<file path="config.mk">
export PLATFORM = sky130hd
export DESIGN_NAME = sys_bus_master
export DESIGN_NICKNAME = d
export VERILOG_FILES = /design/src/rtl/sys_bus_pkg.sv /design/src/rtl/bus_master_seq.sv /design/src/rtl/bus_master_capture.sv /design/src/rtl/bus_master_pins.sv /design/src/rtl/sys_bus_master.sv
export SDC_FILE = /design/constraint.sdc
export NUM_CORES = 1
export LEC_CHECK = 0
export CAP_MARGIN = 20
export CORE_MARGIN = 5
export CORE_UTILIZATION = 37
export CTS_CLUSTER_SIZE = 10
export DETAILED_ROUTE_END_ITERATION = 10
export PLACE_DENSITY = 0.75
export SYNTH_ARGS = -nofsm -noshare
export SYNTH_HDL_FRONTEND = slang
export SYNTH_SLANG_ARGS = --single-unit
</file>
<file path="constraint.sdc">
create_clock -name clk_i -period 1.7 [get_ports clk_i]
set_input_delay 0.255 -clock clk_i [delete_from_list [all_inputs] [get_ports clk_i]]
set_output_delay 0.255 -clock clk_i [all_outputs]
set_load 0.02 [all_outputs]
</file>
<file path="src/rtl/sys_bus_pkg.sv">
package sys_bus_pkg;
  typedef enum logic [1:0] {
    ST_IDLE   = 2'd0,
    ST_SETUP  = 2'd1,
    ST_STROBE = 2'd2
  } seq_state_e;

  // bit 0: write, bit 1: I/O space
  typedef enum logic [1:0] {
    OP_MEM_RD = 2'b00,
    OP_MEM_WR = 2'b01,
    OP_IO_RD  = 2'b10,
    OP_IO_WR  = 2'b11
  } bus_op_e;

  function automatic logic op_is_write(bus_op_e op);
    return op[0];
  endfunction

  function automatic logic op_is_io(bus_op_e op);
    return op[1];
  endfunction
endpackage

</file>
<file path="src/rtl/bus_master_seq.sv">
module bus_master_seq
  import sys_bus_pkg::*;
(
  input  logic       clk_i,
  input  logic       rst_ni,
  input  logic       req_valid_i,
  output seq_state_e state_o,
  output logic       accept_o,
  output logic       last_o
);
  seq_state_e state_q, state_d;

  assign accept_o = req_valid_i && (state_q == ST_IDLE);
  assign last_o   = (state_q == ST_STROBE);

  always_comb begin
    state_d = state_q;
    unique case (state_q)
      ST_IDLE:   if (req_valid_i) state_d = ST_SETUP;
      ST_SETUP:  state_d = ST_STROBE;
      ST_STROBE: state_d = ST_IDLE;
      default:   state_d = ST_IDLE;
    endcase
  end

  always_ff @(posedge clk_i or negedge rst_ni) begin
    if (!rst_ni) state_q <= ST_IDLE;
    else         state_q <= state_d;
  end

  assign state_o = state_q;
endmodule

</file>
<file path="src/rtl/bus_master_capture.sv">
module bus_master_capture
  import sys_bus_pkg::*;
#(
  parameter int ADDR_W = 16,
  parameter int DATA_W = 8
) (
  input  logic              clk_i,
  input  logic              rst_ni,
  input  logic              accept_i,
  input  logic              last_i,
  input  bus_op_e           req_op_i,
  input  logic [ADDR_W-1:0] req_addr_i,
  input  logic [DATA_W-1:0] req_wdata_i,
  input  logic [DATA_W-1:0] bus_rdata_i,
  output bus_op_e           op_o,
  output logic [ADDR_W-1:0] addr_o,
  output logic [DATA_W-1:0] wdata_o,
  output logic [DATA_W-1:0] rdata_o,
  output logic              done_o
);
  bus_op_e           op_q;
  logic [ADDR_W-1:0] addr_q;
  logic [DATA_W-1:0] wdata_q, rdata_q;
  logic              done_q;

  always_ff @(posedge clk_i or negedge rst_ni) begin
    if (!rst_ni) begin
      op_q    <= OP_MEM_RD;
      addr_q  <= '0;
      wdata_q <= '0;
    end else if (accept_i) begin
      op_q    <= req_op_i;
      addr_q  <= req_addr_i;
      wdata_q <= req_wdata_i;
    end
  end

  // sample data-in on the edge closing the strobe cycle
  always_ff @(posedge clk_i or negedge rst_ni) begin
    if (!rst_ni) begin
      rdata_q <= '0;
      done_q  <= 1'b0;
    end else begin
      done_q <= last_i;
      if (last_i && !op_is_write(op_q)) rdata_q <= bus_rdata_i;
    end
  end

  assign op_o    = op_q;
  assign addr_o  = addr_q;
  assign wdata_o = wdata_q;
  assign rdata_o = rdata_q;
  assign done_o  = done_q;
endmodule

</file>
<file path="src/rtl/bus_master_pins.sv">
module bus_master_pins
  import sys_bus_pkg::*;
#(
  parameter int ADDR_W      = 16,
  parameter int DATA_W      = 8,
  parameter bit RD_ACT_HIGH = 1'b1,
  parameter bit WR_ACT_HIGH = 1'b1
) (
  input  seq_state_e        state_i,
  input  bus_op_e           op_i,
  input  logic [ADDR_W-1:0] addr_i,
  input  logic [DATA_W-1:0] wdata_i,
  output logic [ADDR_W-1:0] bus_addr_o,
  output logic [DATA_W-1:0] bus_wdata_o,
  output logic              bus_wdata_en_o,
  output logic              bus_rd_o,
  output logic              bus_wr_o,
  output logic              bus_iom_o
);
  logic active, rd_on, wr_on, wr_drive;

  assign active   = (state_i != ST_IDLE);
  assign wr_drive = active && op_is_write(op_i);
  assign rd_on    = (state_i == ST_STROBE) && !op_is_write(op_i);
  assign wr_on    = (state_i == ST_STROBE) &&  op_is_write(op_i);

  assign bus_addr_o     = active   ? addr_i  : '0;
  assign bus_wdata_o    = wr_drive ? wdata_i : '0;
  assign bus_wdata_en_o = wr_drive;
  assign bus_iom_o      = active && op_is_io(op_i);

  generate
    if (RD_ACT_HIGH) begin : g_rd_hi
      assign bus_rd_o = rd_on;
    end else begin : g_rd_lo
      assign bus_rd_o = ~rd_on;
    end
    if (WR_ACT_HIGH) begin : g_wr_hi
      assign bus_wr_o = wr_on;
    end else begin : g_wr_lo
      assign bus_wr_o = ~wr_on;
    end
  endgenerate
endmodule

</file>
<file path="src/rtl/sys_bus_master.sv">
module sys_bus_master
  import sys_bus_pkg::*;
#(
  parameter int ADDR_W      = 16,
  parameter int DATA_W      = 8,
  parameter bit RD_ACT_HIGH = 1'b1,
  parameter bit WR_ACT_HIGH = 1'b1
) (
  input  logic              clk_i,
  input  logic              rst_ni,
  input  logic              req_valid_i,
  input  logic [1:0]        req_op_i,
  input  logic [ADDR_W-1:0] req_addr_i,
  input  logic [DATA_W-1:0] req_wdata_i,
  output logic              busy_o,
  output logic              done_o,
  output logic [DATA_W-1:0] rdata_o,
  output logic [ADDR_W-1:0] bus_addr_o,
  output logic [DATA_W-1:0] bus_wdata_o,
  output logic              bus_wdata_en_o,
  output logic              bus_rd_o,
  output logic              bus_wr_o,
  output logic              bus_iom_o,
  input  logic [DATA_W-1:0] bus_rdata_i
);
  seq_state_e        state;
  logic              accept, last;
  bus_op_e           op_q;
  logic [ADDR_W-1:0] addr_q;
  logic [DATA_W-1:0] wdata_q;

  bus_master_seq u_seq (
    .clk_i      (clk_i),
    .rst_ni     (rst_ni),
    .req_valid_i(req_valid_i),
    .state_o    (state),
    .accept_o   (accept),
    .last_o     (last)
  );

  bus_master_capture #(.ADDR_W(ADDR_W), .DATA_W(DATA_W)) u_cap (
    .clk_i      (clk_i),
    .rst_ni     (rst_ni),
    .accept_i   (accept),
    .last_i     (last),
    .req_op_i   (bus_op_e'(req_op_i)),
    .req_addr_i (req_addr_i),
    .req_wdata_i(req_wdata_i),
    .bus_rdata_i(bus_rdata_i),
    .op_o       (op_q),
    .addr_o     (addr_q),
    .wdata_o    (wdata_q),
    .rdata_o    (rdata_o),
    .done_o     (done_o)
  );

  bus_master_pins #(
    .ADDR_W(ADDR_W), .DATA_W(DATA_W),
    .RD_ACT_HIGH(RD_ACT_HIGH), .WR_ACT_HIGH(WR_ACT_HIGH)
  ) u_pins (
    .state_i       (state),
    .op_i          (op_q),
    .addr_i        (addr_q),
    .wdata_i       (wdata_q),
    .bus_addr_o    (bus_addr_o),
    .bus_wdata_o   (bus_wdata_o),
    .bus_wdata_en_o(bus_wdata_en_o),
    .bus_rd_o      (bus_rd_o),
    .bus_wr_o      (bus_wr_o),
    .bus_iom_o     (bus_iom_o)
  );

  assign busy_o = (state != ST_IDLE);
endmodule

</file>
* Word-level counts from Yosys, hierarchy flattened
Index checks and enable logic that the tools add are counted.
** Cells by class
- $mul :: 0
- Bitwise logic cells :: 0
- Mux-type cells :: 4
- Reduce and logical (&&, ||, !) cells :: 8
- Equal/unequal tests :: 3
- Magnitude comparators :: 0
- Add/sub/neg operators :: 0
- Div/mod/pow operators :: 0
- Shifts and indexed selects :: 0
** Operators by type and width (count)
- 16-bit two-way mux :: 1
- 8-bit two-way mux :: 1
- 1-bit logical AND :: 5
- 2-bit case mux with 2 select lines :: 1
- 2-bit by 1-bit equality test with 1-bit output (second input constant) :: 1
- 2-bit equality test (second input constant) :: 1
- 2-bit zero test :: 1
- 2-bit two-way mux :: 1
- 2-bit inequality test (second input constant) :: 1
- 2-bit nonzero test :: 1
- 1-bit zero test :: 1
** Word-level totals
- Memory bits (writable) :: 0
- Output and inout port bits :: 38
- Input bits :: 37
- Word-level logic and storage cells :: 21
- Register bits after elaboration :: 37
- Latch bits :: 0
- Memories :: 0
- Memory bits (read-only) :: 0

* Depth between registers and ports, before layout
Gate-level depths: netlist (run 1).
- Depth in word-level cells :: 3
- Depth in mapped cells :: 4
- Mapped depth without buffers :: 2

* By module
A second synthesis (run 1) with hierarchy kept.
** Unflattened totals
- Cells, all modules :: 116
- Area, all modules :: 1828.0 um2
** Modules (own cells, without submodules)
- bus_master_capture :: area an instance 1432.6 um2, sequential area each 875.8 um2, instances 1, cells an instance 74
- bus_master_pins :: area an instance 309.0 um2, sequential area each 0.0 um2, instances 1, cells an instance 35
- bus_master_seq :: area an instance 80.1 um2, sequential area each 50.0 um2, instances 1, cells an instance 6
- sys_bus_master :: area an instance 6.3 um2, sequential area each 0.0 um2, instances 1, cells an instance 1

* Worst setup path after synthesis (run 1)
No wires, ideal clock.
- Kind :: flip-flop to output port
- Start :: register u_seq.state_q[1], in the netlist u_seq.state_o[1]
- End :: output port bus_addr_o[0]
- Path buffers :: 2
- Arrival :: 1.162 ns
- Setup slack :: 0.283 ns
- Data required time :: 1.445 ns
- Cell stages (with the launch flop) :: 5
- Cells stage by stage :: dfrtp_1 > or2_1 > buf_2 > buf_2 > and2_1
** Between the ends
- Longest elaborated chain between the ends :: 2
** Ends and longest elaborated chain
- start: declaration :: RTL line bus_master_seq.sv:11 : seq_state_e state_q, state_d;
- start signal: assignment :: RTL line bus_master_seq.sv:28 : else state_q <= state_d;
- 2-bit nonzero test
- net busy_o :: RTL line sys_bus_master.sv:15 : output logic busy_o,
- 16-bit two-way mux :: RTL line bus_master_pins.sv:27 : assign bus_addr_o = active ? addr_i : '0;
- end: declaration :: RTL line sys_bus_master.sv:18 : output logic [ADDR_W-1:0] bus_addr_o,
The timed path passes the listed nets, and every way through them passes these cells.

* Worst setup path after layout (run 1)
- Start :: register u_seq.state_q[1], in the netlist u_seq.state_o[1]
- End :: output port bus_wdata_o[4]
** Between the ends
- Longest elaborated chain between the ends :: 3
** Ends and longest elaborated chain
- 2-bit nonzero test :: RTL line bus_master_pins.sv:22 : assign active = (state_i != ST_IDLE);
- 1-bit logical AND :: RTL line bus_master_pins.sv:23 : assign wr_drive = active && op_is_write(op_i);
- 8-bit two-way mux :: RTL line bus_master_pins.sv:28 : assign bus_wdata_o = wr_drive ? wdata_i : '0;
- end: declaration :: RTL line sys_bus_master.sv:19 : output logic [DATA_W-1:0] bus_wdata_o,
No other way between the ends.

==> metrics.md, run 1 <==
| Metric | Value |
|---|---|
| Hold WS | 0.0619 ns |
| Most frequent cells after synthesis | dfrtp_1, and2_1, mux2_4 |
| Tmin final | 1.67 ns |
| Count leader, synth | dfrtp_1 |
| FF-to-FF Start | u_seq.state_o[0] |
| Bufs on Longest Clock Path | 2 |
| Hold-fix buffers, CTS | 0 |
| Placer Congestion | 0.682 |
| Fin cells | between 200 and 250 |
| Initial DRC count | 35 |
| Core Util, Final | 0.562 |
| Worst EP arrival | 1.42 ns |
| CTS tree | done |
| DRC Markers | 0 |
| Slew @ Worst Pin | roughly 0.81 ns |
| Fin. Hold Viols | 0 |
| FF-to-FF End | u_cap.wdata_o[4] |
| Slew HR | 0.459 |
| Share of layout cells above drive strength 1 | 0.409 |
| Post-Syn Nets | 148 |
| Setup bufs post-CTS | 0 |
| Seq cells post-synth | 37 |
| Total gr overflow | 0 |
| CTS Buf Count | 5 |
| Initial antenna violation count | 0 |
| Clock latency on the worst-skew pair | 0.28 ns |
| Final period util | 0.983 |
| Top-area cell type share of the netlist area | 0.553 |
| First-pass GRT wire length | 6400 microns |
| Antenna-violating nets left | 0 |
| CTS sink cnt | 37 |
| Largest net degree at the start of global routing | 38 |
| # diodes | 0 |
| Status | finished clean |
| Slew Limit Fails | 0 |
| Clock slew at reported path FFs | 0.07 ns |
| Die area | 5970 sq um |
| Register area share after synthesis | 0.553 |
| Critical path class | reg2out |
| Post-Route WL | 3750 microns |
| Port bufs | 74 |
| NumNets Final | 229 |
| WL per Instance | 15.3 microns |
| Number of enable flip-flop cells after synthesis | 0 |
| Clk pwr share | 0.227 |
| Synthesis Warnings | 0 |
| HP Class | in2async |
| Final WS setup | 0.0292 ns |
| Initial Utilization | 0.382 |
| Crit end category | output port |
| Critical path data required time | 1.44 ns |
| Estimated wirelength of the detail-placed design | between 2000 and 3000 microns |
| Clock skew | 0.00370 ns |
| Tot GR Track Use | 0.135 |
| Post-synth top area cell | dfrtp_1 |
| Setup violators final | 0 |
| Core Region | approximately 4400 sq um |
| Part of the power in registers | 0.376 |
| Max VDD drop | 0.000563 V |
| Clk root buf | clkbuf_8 |
| Avg Cell Area, Syn | 15.1 sq um |
| FMAX | 599 MHz |
| Critical path's slowest cell | dfrtp_1 |
| Pre-CTS setup slack | -0.0479 ns |
| Total I/O pin count | 75 |
| Leak pwr | about 1.2 nW |
| Async SR Flop Fraction | 1.00 |
| P_int | 0.00236 W |
| Setup crit start kind | flip-flop |
| Vias | roughly 1100 |
| Gate Count Post-Synth | 111 |
| Unrepaired setup endpoints after global routing | yes |
| Crit-path cells | or2_4 -> buf_6 -> and3_1 -> buf_2 |
| Max-Cap Viols | 0 |
| Die Width | just under 80 microns |
| Row count | 24 |
| Pwr per Cell Area | 1380 nW/um^2 |
| Largest stage delay, worst path | 0.38 ns |
| CP Max Fanout | 14 |
| Setup slack, reg-to-reg | 0.13 ns |
| Reg2Reg Depth | 5 |
| Synth Cell Area | 1670 sq um |
| First-pass DRT Iterations | 4 |
| Avg Vias per Cell | 4.66 |
| NetSw | slightly above 0.001 W |
| Logic pwr share | 0.397 |
| Main synth FF type | dfrtp_1 |
| Area Overhead vs Synth | 47.3% |
| Largest cells by area after synthesis | dfrtp_1, mux2_4, mux2_2 |
| Sw Ratio | 0.306 |
| Chip height | ~77 microns |
| Synth cell types | 15 |
| Dpl cells | around 240 |
| H-tree depth | 2 |
| Vias in the first global route | 1307 |
how the worst max path moves through the flow:
stage                     startpoint              to  slack [ns]  depth (start not counted)
global route        u_seq.state_o[1]  bus_wdata_o[2]       -0.02                          4
CTS                 u_seq.state_o[0]        bus_rd_o       0.003                          3
detailed placement  u_seq.state_o[1]  bus_wdata_o[4]       -0.05                          4
floorplan           u_seq.state_o[1]   bus_addr_o[0]        0.28                          4
finish              u_seq.state_o[1]  bus_wdata_o[4]        0.03                          4
global placement    u_seq.state_o[1]  bus_wdata_o[1]       -0.04                          4
worst max-delay path: cells and delay by family, from the launching register on:
kind | cells | cell delay (ns)
buf+inv | 2 | 0.30
flops | 1 | 0.38
simple gates | 2 | 0.45
per-stage QoR:
step | setup TNS (ns) | area, sq um | power [W]
after CTS | 0 | 2460 | 0.00345
after global placement | -0.349 | 2470 | 0.00273
after global routing | -0.115 | 2460 | 0.00359
final | 0 | 2460 | 0.00340
after floorplan | 0 | 1670 | 0.00210
after detailed placement | -0.769 | 2470 | 0.00278
registers in the layout (all words and copies together), names as in the netlist:
name and cells:
u_cap.op_o 2, u_cap.wdata_o 8, u_cap.addr_o 16, u_cap.rdata_o 8
u_cap.done_o 1, u_seq.state_o 2
cells by family after synthesis:
group                  Yosys count  share of synthesized area
buffers and inverters            8                     0.0501
flip-flops                      37                      0.553
AND/OR/NAND/NOR                 32                      0.125
multiplexers                    34                      0.272
routing by layer:
metal,global-route usage,part of all wire,vias to the layer above
met5,0,0,-
met2,0.213,0.48,51
li1,-,-,534
met4,0.0481,0.012,0
met1,0.163,0.42,551
met3,0.0585,0.088,6
layout make-up:
cell class	instances	area (sq um)
fillers	365	1920
flip-flops and latches	37	926
repair buffers	82	684
multi-input cells	66	672
clock buffers	7	86.3
well taps	52	65.1
clock inverters	1	30.0
cells in the final DEF, fill, tap and decap left out, types with 2 or more instances in the layout:
| cell | Yosys | layout |
|---|---|---|
| clkdlybuf4s50_1 | 0 | 44 |
| dfrtp_1 | 37 | 37 |
| buf_2 | 2 | 25 |
| and2_1 | 19 | 19 |
| mux2_4 | 19 | 19 |
| mux2_2 | 15 | 15 |
| and3_1 | 8 | 8 |
| buf_4 | 1 | 7 |
| clkbuf_8 | 0 | 6 |
| buf_6 | 2 | 2 |
power by group through the flow:
stage          combinational (W)  sequential, W  clock, W
2_1_floorplan           0.000710        0.00139         0
3_3_place_gp             0.00145        0.00128         0
3_5_place_dp             0.00148        0.00129         0
4_1_cts                  0.00137        0.00128  0.000801
5_1_grt                  0.00145        0.00131  0.000831
6_report                 0.00135        0.00128  0.000770
timing repair:
item	in CTS	in global routing
hold endpoints to repair	0	0
cloned	0	0
setup endpoints to repair	29	18
gates resized for setup	109	7
No activity file was read; power rests on OpenSTA's default activity.
==> inputs of run 2 (changes only) <==
CORE_ASPECT_RATIO = 1.2   (was unset)
==> metrics.md, run 2 (synthesis results as in run 1) <==
| Metric | Value |
|---|---|
| NumNets Final | 227 (-0.87%) |
| Setup bufs post-CTS | 0 (unchanged) |
| Fin. Hold Viols | 0 (unchanged) |
| Row count | 26 (+8.3%) |
| HP Class | in2async |
| Area Overhead vs Synth | 44.4% |
| Slew HR | 0.696 (+0.237) |
| DRC Markers | 0 (unchanged) |
| Slew @ Worst Pin | 0.455 ns (-0.356 ns) |
| Unrepaired setup endpoints after global routing | yes |
| Total Neg Setup Slack | 0 ns (unchanged) |
| Worst EP arrival | 1.37 ns (-0.05 ns) |
| CP Max Fanout | 27 (+13) |
| Post-Route WL | 3870 microns (+3.1%) |
| Setup violators final | 0 (unchanged) |
| Pwr per Cell Area | 1320 nW/um^2 (-4.6%) |
| Critical path data required time | 1.44 ns (about the same) |
| Max-Cap Viols | 0 (unchanged) |
| Estimated wirelength of the detail-placed design | 2950 microns (+6.8%) |
| Bufs on Longest Clock Path | 2 (unchanged) |
| Chip height | 83.7 microns (+8.3%) |
| Total I/O pin count | 75 (unchanged) |
| Vias in the first global route | 1283 (-1.8%) |
| Clock slew at reported path FFs | 0.07 ns (about the same) |
| Antenna-violating nets left | 0 (unchanged) |
| Placer Congestion | 0.770 (+13%) |
| Share of layout cells above drive strength 1 | 0.414 (+0.00429) |
| Status | finished clean |
| Initial antenna violation count | 0 (unchanged) |
| Die Width | 71.4 microns (-7.6%) |
| Max VDD drop | 0.000665 V (+18%) |
| CTS sink cnt | 37 (unchanged) |
| Critical path's slowest cell | dfrtp_1 |
| Tot GR Track Use | 0.141 (+0.00628) |
| Total gr overflow | 0 (unchanged) |
| Clock latency on the worst-skew pair | 0.28 ns (about the same) |
| Leak pwr | 1.15 nW (-2.1%) |
| CTS Buf Count | 5 (unchanged) |
| WP buf/inv | 1 (-1) |
| First-pass DRT Iterations | 3 (-1) |
| FMAX | 616 MHz (+2.9%) |
| Core Region | 4330 sq um (-1.3%) |
| Fin cells | 247 (+0.82%) |
| Final period util | 0.955 (-0.0277) |
| Dpl cells | 240 (+1.3%) |
| First-pass GRT wire length | 6640 microns (+3.7%) |
| Tmin final | 1.62 ns (-0.0471 ns) |
| Hold WS | 0.000948 ns (-0.0609 ns) |
| Clk root buf | clkbuf_8 |
| Highest-count cells in the layout ignoring fill and taps | clkdlybuf4s50_1, dfrtp_1, buf_2 |
| Largest net degree at the start of global routing | 38 (unchanged) |
| # diodes | 0 (unchanged) |
| Initial Utilization | 0.387 (+0.00508) |
| WL per Instance | 15.7 microns (+2.2%) |
| Commonest non-fill, non-tap cell in the layout | clkdlybuf4s50_1 |
| Slew Limit Fails | 0 (unchanged) |
| Clock skew | 0.00567 ns (+0.00197 ns) |
| Initial DRC count | 30 (-14%) |
| Hold-fix buffers, CTS | 0 (unchanged) |
| Crit-path cells | or2_4 -> and3_1 -> buf_2 |
| Vias | 1144 (+0.18%) |
| CTS tree | done |
| Die area | 5970 sq um (about the same) |
| Critical path class | reg2out |
| FILL cells | 378 (+3.6%) |
| Max reg flops | 16 (unchanged) |
| Port bufs | 74 (unchanged) |
| Avg Vias per Cell | 4.63 (-0.64%) |
| H-tree depth | 2 (unchanged) |
| Largest stage delay, worst path | 0.38 ns (about the same) |
| Pwr Total | 0.00318 W (-6.5%) |
| Setup crit start kind | flip-flop |
| Crit end category | output port |
| Top Family by Delay on Critical Path | simple AND/OR/NAND/NOR gates |
run 2: path summary, 6_finish.rpt:
kind | end | cells after the start | startpoint | slack [ns]
max in group asynchronous | u_seq.state_o[0] | 2 | rst_ni | 1.37
max | bus_wdata_o[1] | 3 | u_seq.state_o[0] | 0.08
min reg2reg | u_cap.op_o[1] | 1 | u_cap.op_o[1] | 0.50
max reg2reg | u_cap.wdata_o[6] | 4 | u_seq.state_o[1] | 0.23
min | u_cap.addr_o[4] | 2 | rst_ni | 0.0009
min in group clk_i | u_cap.op_o[1] | 1 | u_cap.op_o[1] | 0.50
run 2: through the flow:
stage / utilization / area, sq um / setup slack, ns
finish: 0.558 / 2420 / 0.0763
CTS: 0.562 / 2430 / 0.00496
global placement: 0.573 / 2480 / -0.0411
detailed placement: 0.573 / 2480 / -0.0608
floorplan: - / 1670 / 0.283
global route: 0.558 / 2420 / -0.00675
run 2: where the power goes:
group / internal [W] / switching, W / total [W]
combinational: 0.000716 / 0.000614 / 0.00133
clock: 0.000284 / 0.000285 / 0.000568
sequential: 0.00115 / 0.000133 / 0.00128
total: 0.00215 / 0.00103 / 0.00318
run 2: what timing repair did:
item                       4_1_cts  5_1_grt
pin swaps                        0        1
gates resized for setup        110        5
setup endpoints to repair       29       29
run 2: layer usage:
layer  wire length (microns)  global-route usage
met1                    1540               0.170
met2                    2010               0.233
met3                     301              0.0518
met4                      15              0.0410
met5                       0                   0
run 2: cell type report:
type	instances	area, sq um	share of cell area
clock buffers	6	72.6	0.0300
clock inverters	2	10.0	0.00414
repair buffers	80	661	0.273
multi-input cells	66	677	0.280
well taps	56	70.1	0.0290
flip-flops and latches	37	926	0.383
run 2: worst register-to-register path, delay by kind of cell (launching register included):
family | cells | cell delay, ns
buffers and inverters | 2 | 0.39
flip-flops | 1 | 0.38
multiplexers | 1 | 0.37
AND/OR/NAND/NOR | 1 | 0.22
==> inputs of run 3 (changes only) <==
DONT_BUFFER_PORTS = 1   (was unset)
PLACE_DENSITY = 0.54   (was 0.75)
REMOVE_ABC_BUFFERS = 1   (was unset)
==> metrics.md, run 3 (synthesis results as in run 1) <==
| Metric | Value |
|---|---|
| WP buf/inv | 1 (unchanged) |
| CTS tree | done |
| WL per Instance | 18.3 microns (+17%) |
| NumNets Final | 156 (-31%) |
| Max reg flops | 16 (unchanged) |
| Initial DRC count | 35 (+17%) |
| Chip height | 83.7 microns (unchanged) |
| Largest stage delay, worst path | 0.40 ns (+0.02 ns) |
| Pwr per Cell Area | 1540 nW/um^2 (+17%) |
| Largest net degree at the start of global routing | 38 (unchanged) |
| Die Width | 71.4 microns (unchanged) |
| Clock slew at reported path FFs | 0.07 ns (about the same) |
| Post-Route WL | 3230 microns (-16%) |
| Placed Instance Area | 1720 sq um (-31%) |
| Antenna-violating nets left | 0 (unchanged) |
| Highest-count cells in the layout ignoring fill and taps | dfrtp_1, mux2_4, and2_1 |
| Top Family by Delay on Critical Path | simple AND/OR/NAND/NOR gates |
| Setup crit start kind | flip-flop |
| Clk root buf | clkbuf_8 |
| Tot GR Track Use | 0.119 (-0.0222) |
| Clock skew | 0.000966 ns (-0.00471 ns) |
| Tmin final | 1.62 ns (-0.00495 ns) |
| CTS sink cnt | 37 (unchanged) |
| Slew HR | 0.843 (+0.146) |
| Avg Vias per Cell | 4.93 (+6.4%) |
| Clock latency on the worst-skew pair | 0.28 ns (about the same) |
| Port bufs | 0 (-100%) |
| First-pass DRT Iterations | 3 (unchanged) |
| Final period util | 0.952 (-0.00291) |
| FMAX | 618 MHz (+0.31%) |
| Total I/O pin count | 75 (unchanged) |
| Total gr overflow | 0 (unchanged) |
| Max VDD drop | 0.000561 V (-16%) |
| Critical path class | reg2out |
| Leak pwr | 0.861 nW (-25%) |
| Commonest non-fill, non-tap cell in the layout | dfrtp_1 |
| Core Region | 4330 sq um (unchanged) |
| DRC Markers | 0 (unchanged) |
| Crit end category | output port |
| Initial Utilization | 0.387 (unchanged) |
| Row count | 26 (unchanged) |
| Die area | 5970 sq um (unchanged) |
| Worst EP arrival | 1.36 ns (about the same) |
| CP Max Fanout | 15 (-44%) |
| Post-route cell area | 1870 sq um (-23%) |
| Crit-path cells | or2_1 -> buf_4 -> and2_2 |
| Estimated wirelength of the detail-placed design | 2240 microns (-24%) |
| Slew @ Worst Pin | 0.237 ns (-0.219 ns) |
| Placer Congestion | 0.776 (+0.78%) |
| # diodes | 0 (unchanged) |
| Setup violators final | 0 (unchanged) |
| Vias in the first global route | 1010 (-21%) |
| First-pass GRT wire length | 5460 microns (-18%) |
| Critical path's slowest cell | dfrtp_2 |
| CTS Buf Count | 5 (unchanged) |
| Status | finished clean |
| Critical path data required time | 1.44 ns (about the same) |
| Area Overhead vs Synth | 11.7% |
| Bufs on Longest Clock Path | 2 (unchanged) |
| Hold WS | 0.116 ns (+0.116 ns) |
| Vias | 867 (-24%) |
| Max-Cap Viols | 0 (unchanged) |
| Slew Limit Fails | 0 (unchanged) |
| Fin. Hold Viols | 0 (unchanged) |
| HP Class | in2reg |
| H-tree depth | 2 (unchanged) |
| Unrepaired setup endpoints after global routing | no |
| Initial antenna violation count | 0 (unchanged) |
| Share of layout cells above drive strength 1 | 0.450 (+0.0364) |
==> run 3: worst paths after layout <==
path	slack, ns	end	cells past startpoint	from
setup / recovery	0.08	bus_addr_o[8]	3	u_seq.state_o[0]
hold / removal	0.12	u_cap.op_o[0]	1	req_op_i[0]
setup reg to reg	0.22	u_cap.wdata_o[1]	4	u_seq.state_o[0]
hold reg to reg	0.50	u_cap.addr_o[2]	1	u_cap.addr_o[2]
max in group asynchronous	1.08	u_seq.state_o[0]	2	rst_ni
min in group asynchronous	0.43	u_cap.rdata_o[3]	2	rst_ni
==> run 3: per-stage QoR <==
step / TNS [ns] / cells / total power, W / util / worst slack [ns]
floorplan: -22.72 / 103 / 0.00205 / - / -0.791
global placement: 0 / 164 / 0.00219 / 0.398 / 0.341
detailed placement: 0 / 164 / 0.00222 / 0.398 / 0.286
CTS: 0 / 176 / 0.00293 / 0.432 / 0.0628
global route: 0 / 176 / 0.00306 / 0.432 / 0.0119
finish: 0 / 176 / 0.00288 / 0.432 / 0.0813
==> run 3: area by class of cell <==
| class | instances | area [sq um] |
|---|---|---|
| flip-flops and latches | 37 | 927 |
| fillers | 411 | 2460 |
| repair buffers | 9 | 95.1 |
| multi-input cells | 66 | 676 |
| clock inverters | 1 | 5.00 |
| well taps | 56 | 70.1 |
| clock buffers | 7 | 96.3 |
==> run 3: worst reg2reg max path: stages (launching register included) <==
cell and delay, ns:
dfrtp_2 0.40, buf_4 0.15, nor3b_4 0.21, buf_12 0.25, mux2_2 0.36
==> run 3: report_power, final <==
part	switching [W]	internal [W]	leakage, nW	total (W)
clock network	0.000292	0.000366	0.0542	0.000658
logic	0.000398	0.000404	0.371	0.000802
registers	0.000271	0.00115	0.436	0.00142
total	0.000961	0.00192	0.861	0.00288
==> run 3: per-layer routing <==
metal,part of all wire,track usage,routed length [microns]
met5,0,0,0
met4,0.013,0.0462,42
met3,0.091,0.0518,295
met2,0.49,0.183,1600
met1,0.40,0.146,1290
==> run 3: what timing repair did <==
| action | 4_1_cts | 5_1_grt |
|---|---|---|
| hold buffers | 2 | 0 |
| endpoints found under the hold margin | 37 | 0 |
| setup endpoints to repair | 15 | 0 |
| buffers inserted | 2 | 0 |
| resized for setup | 2 | 0 |
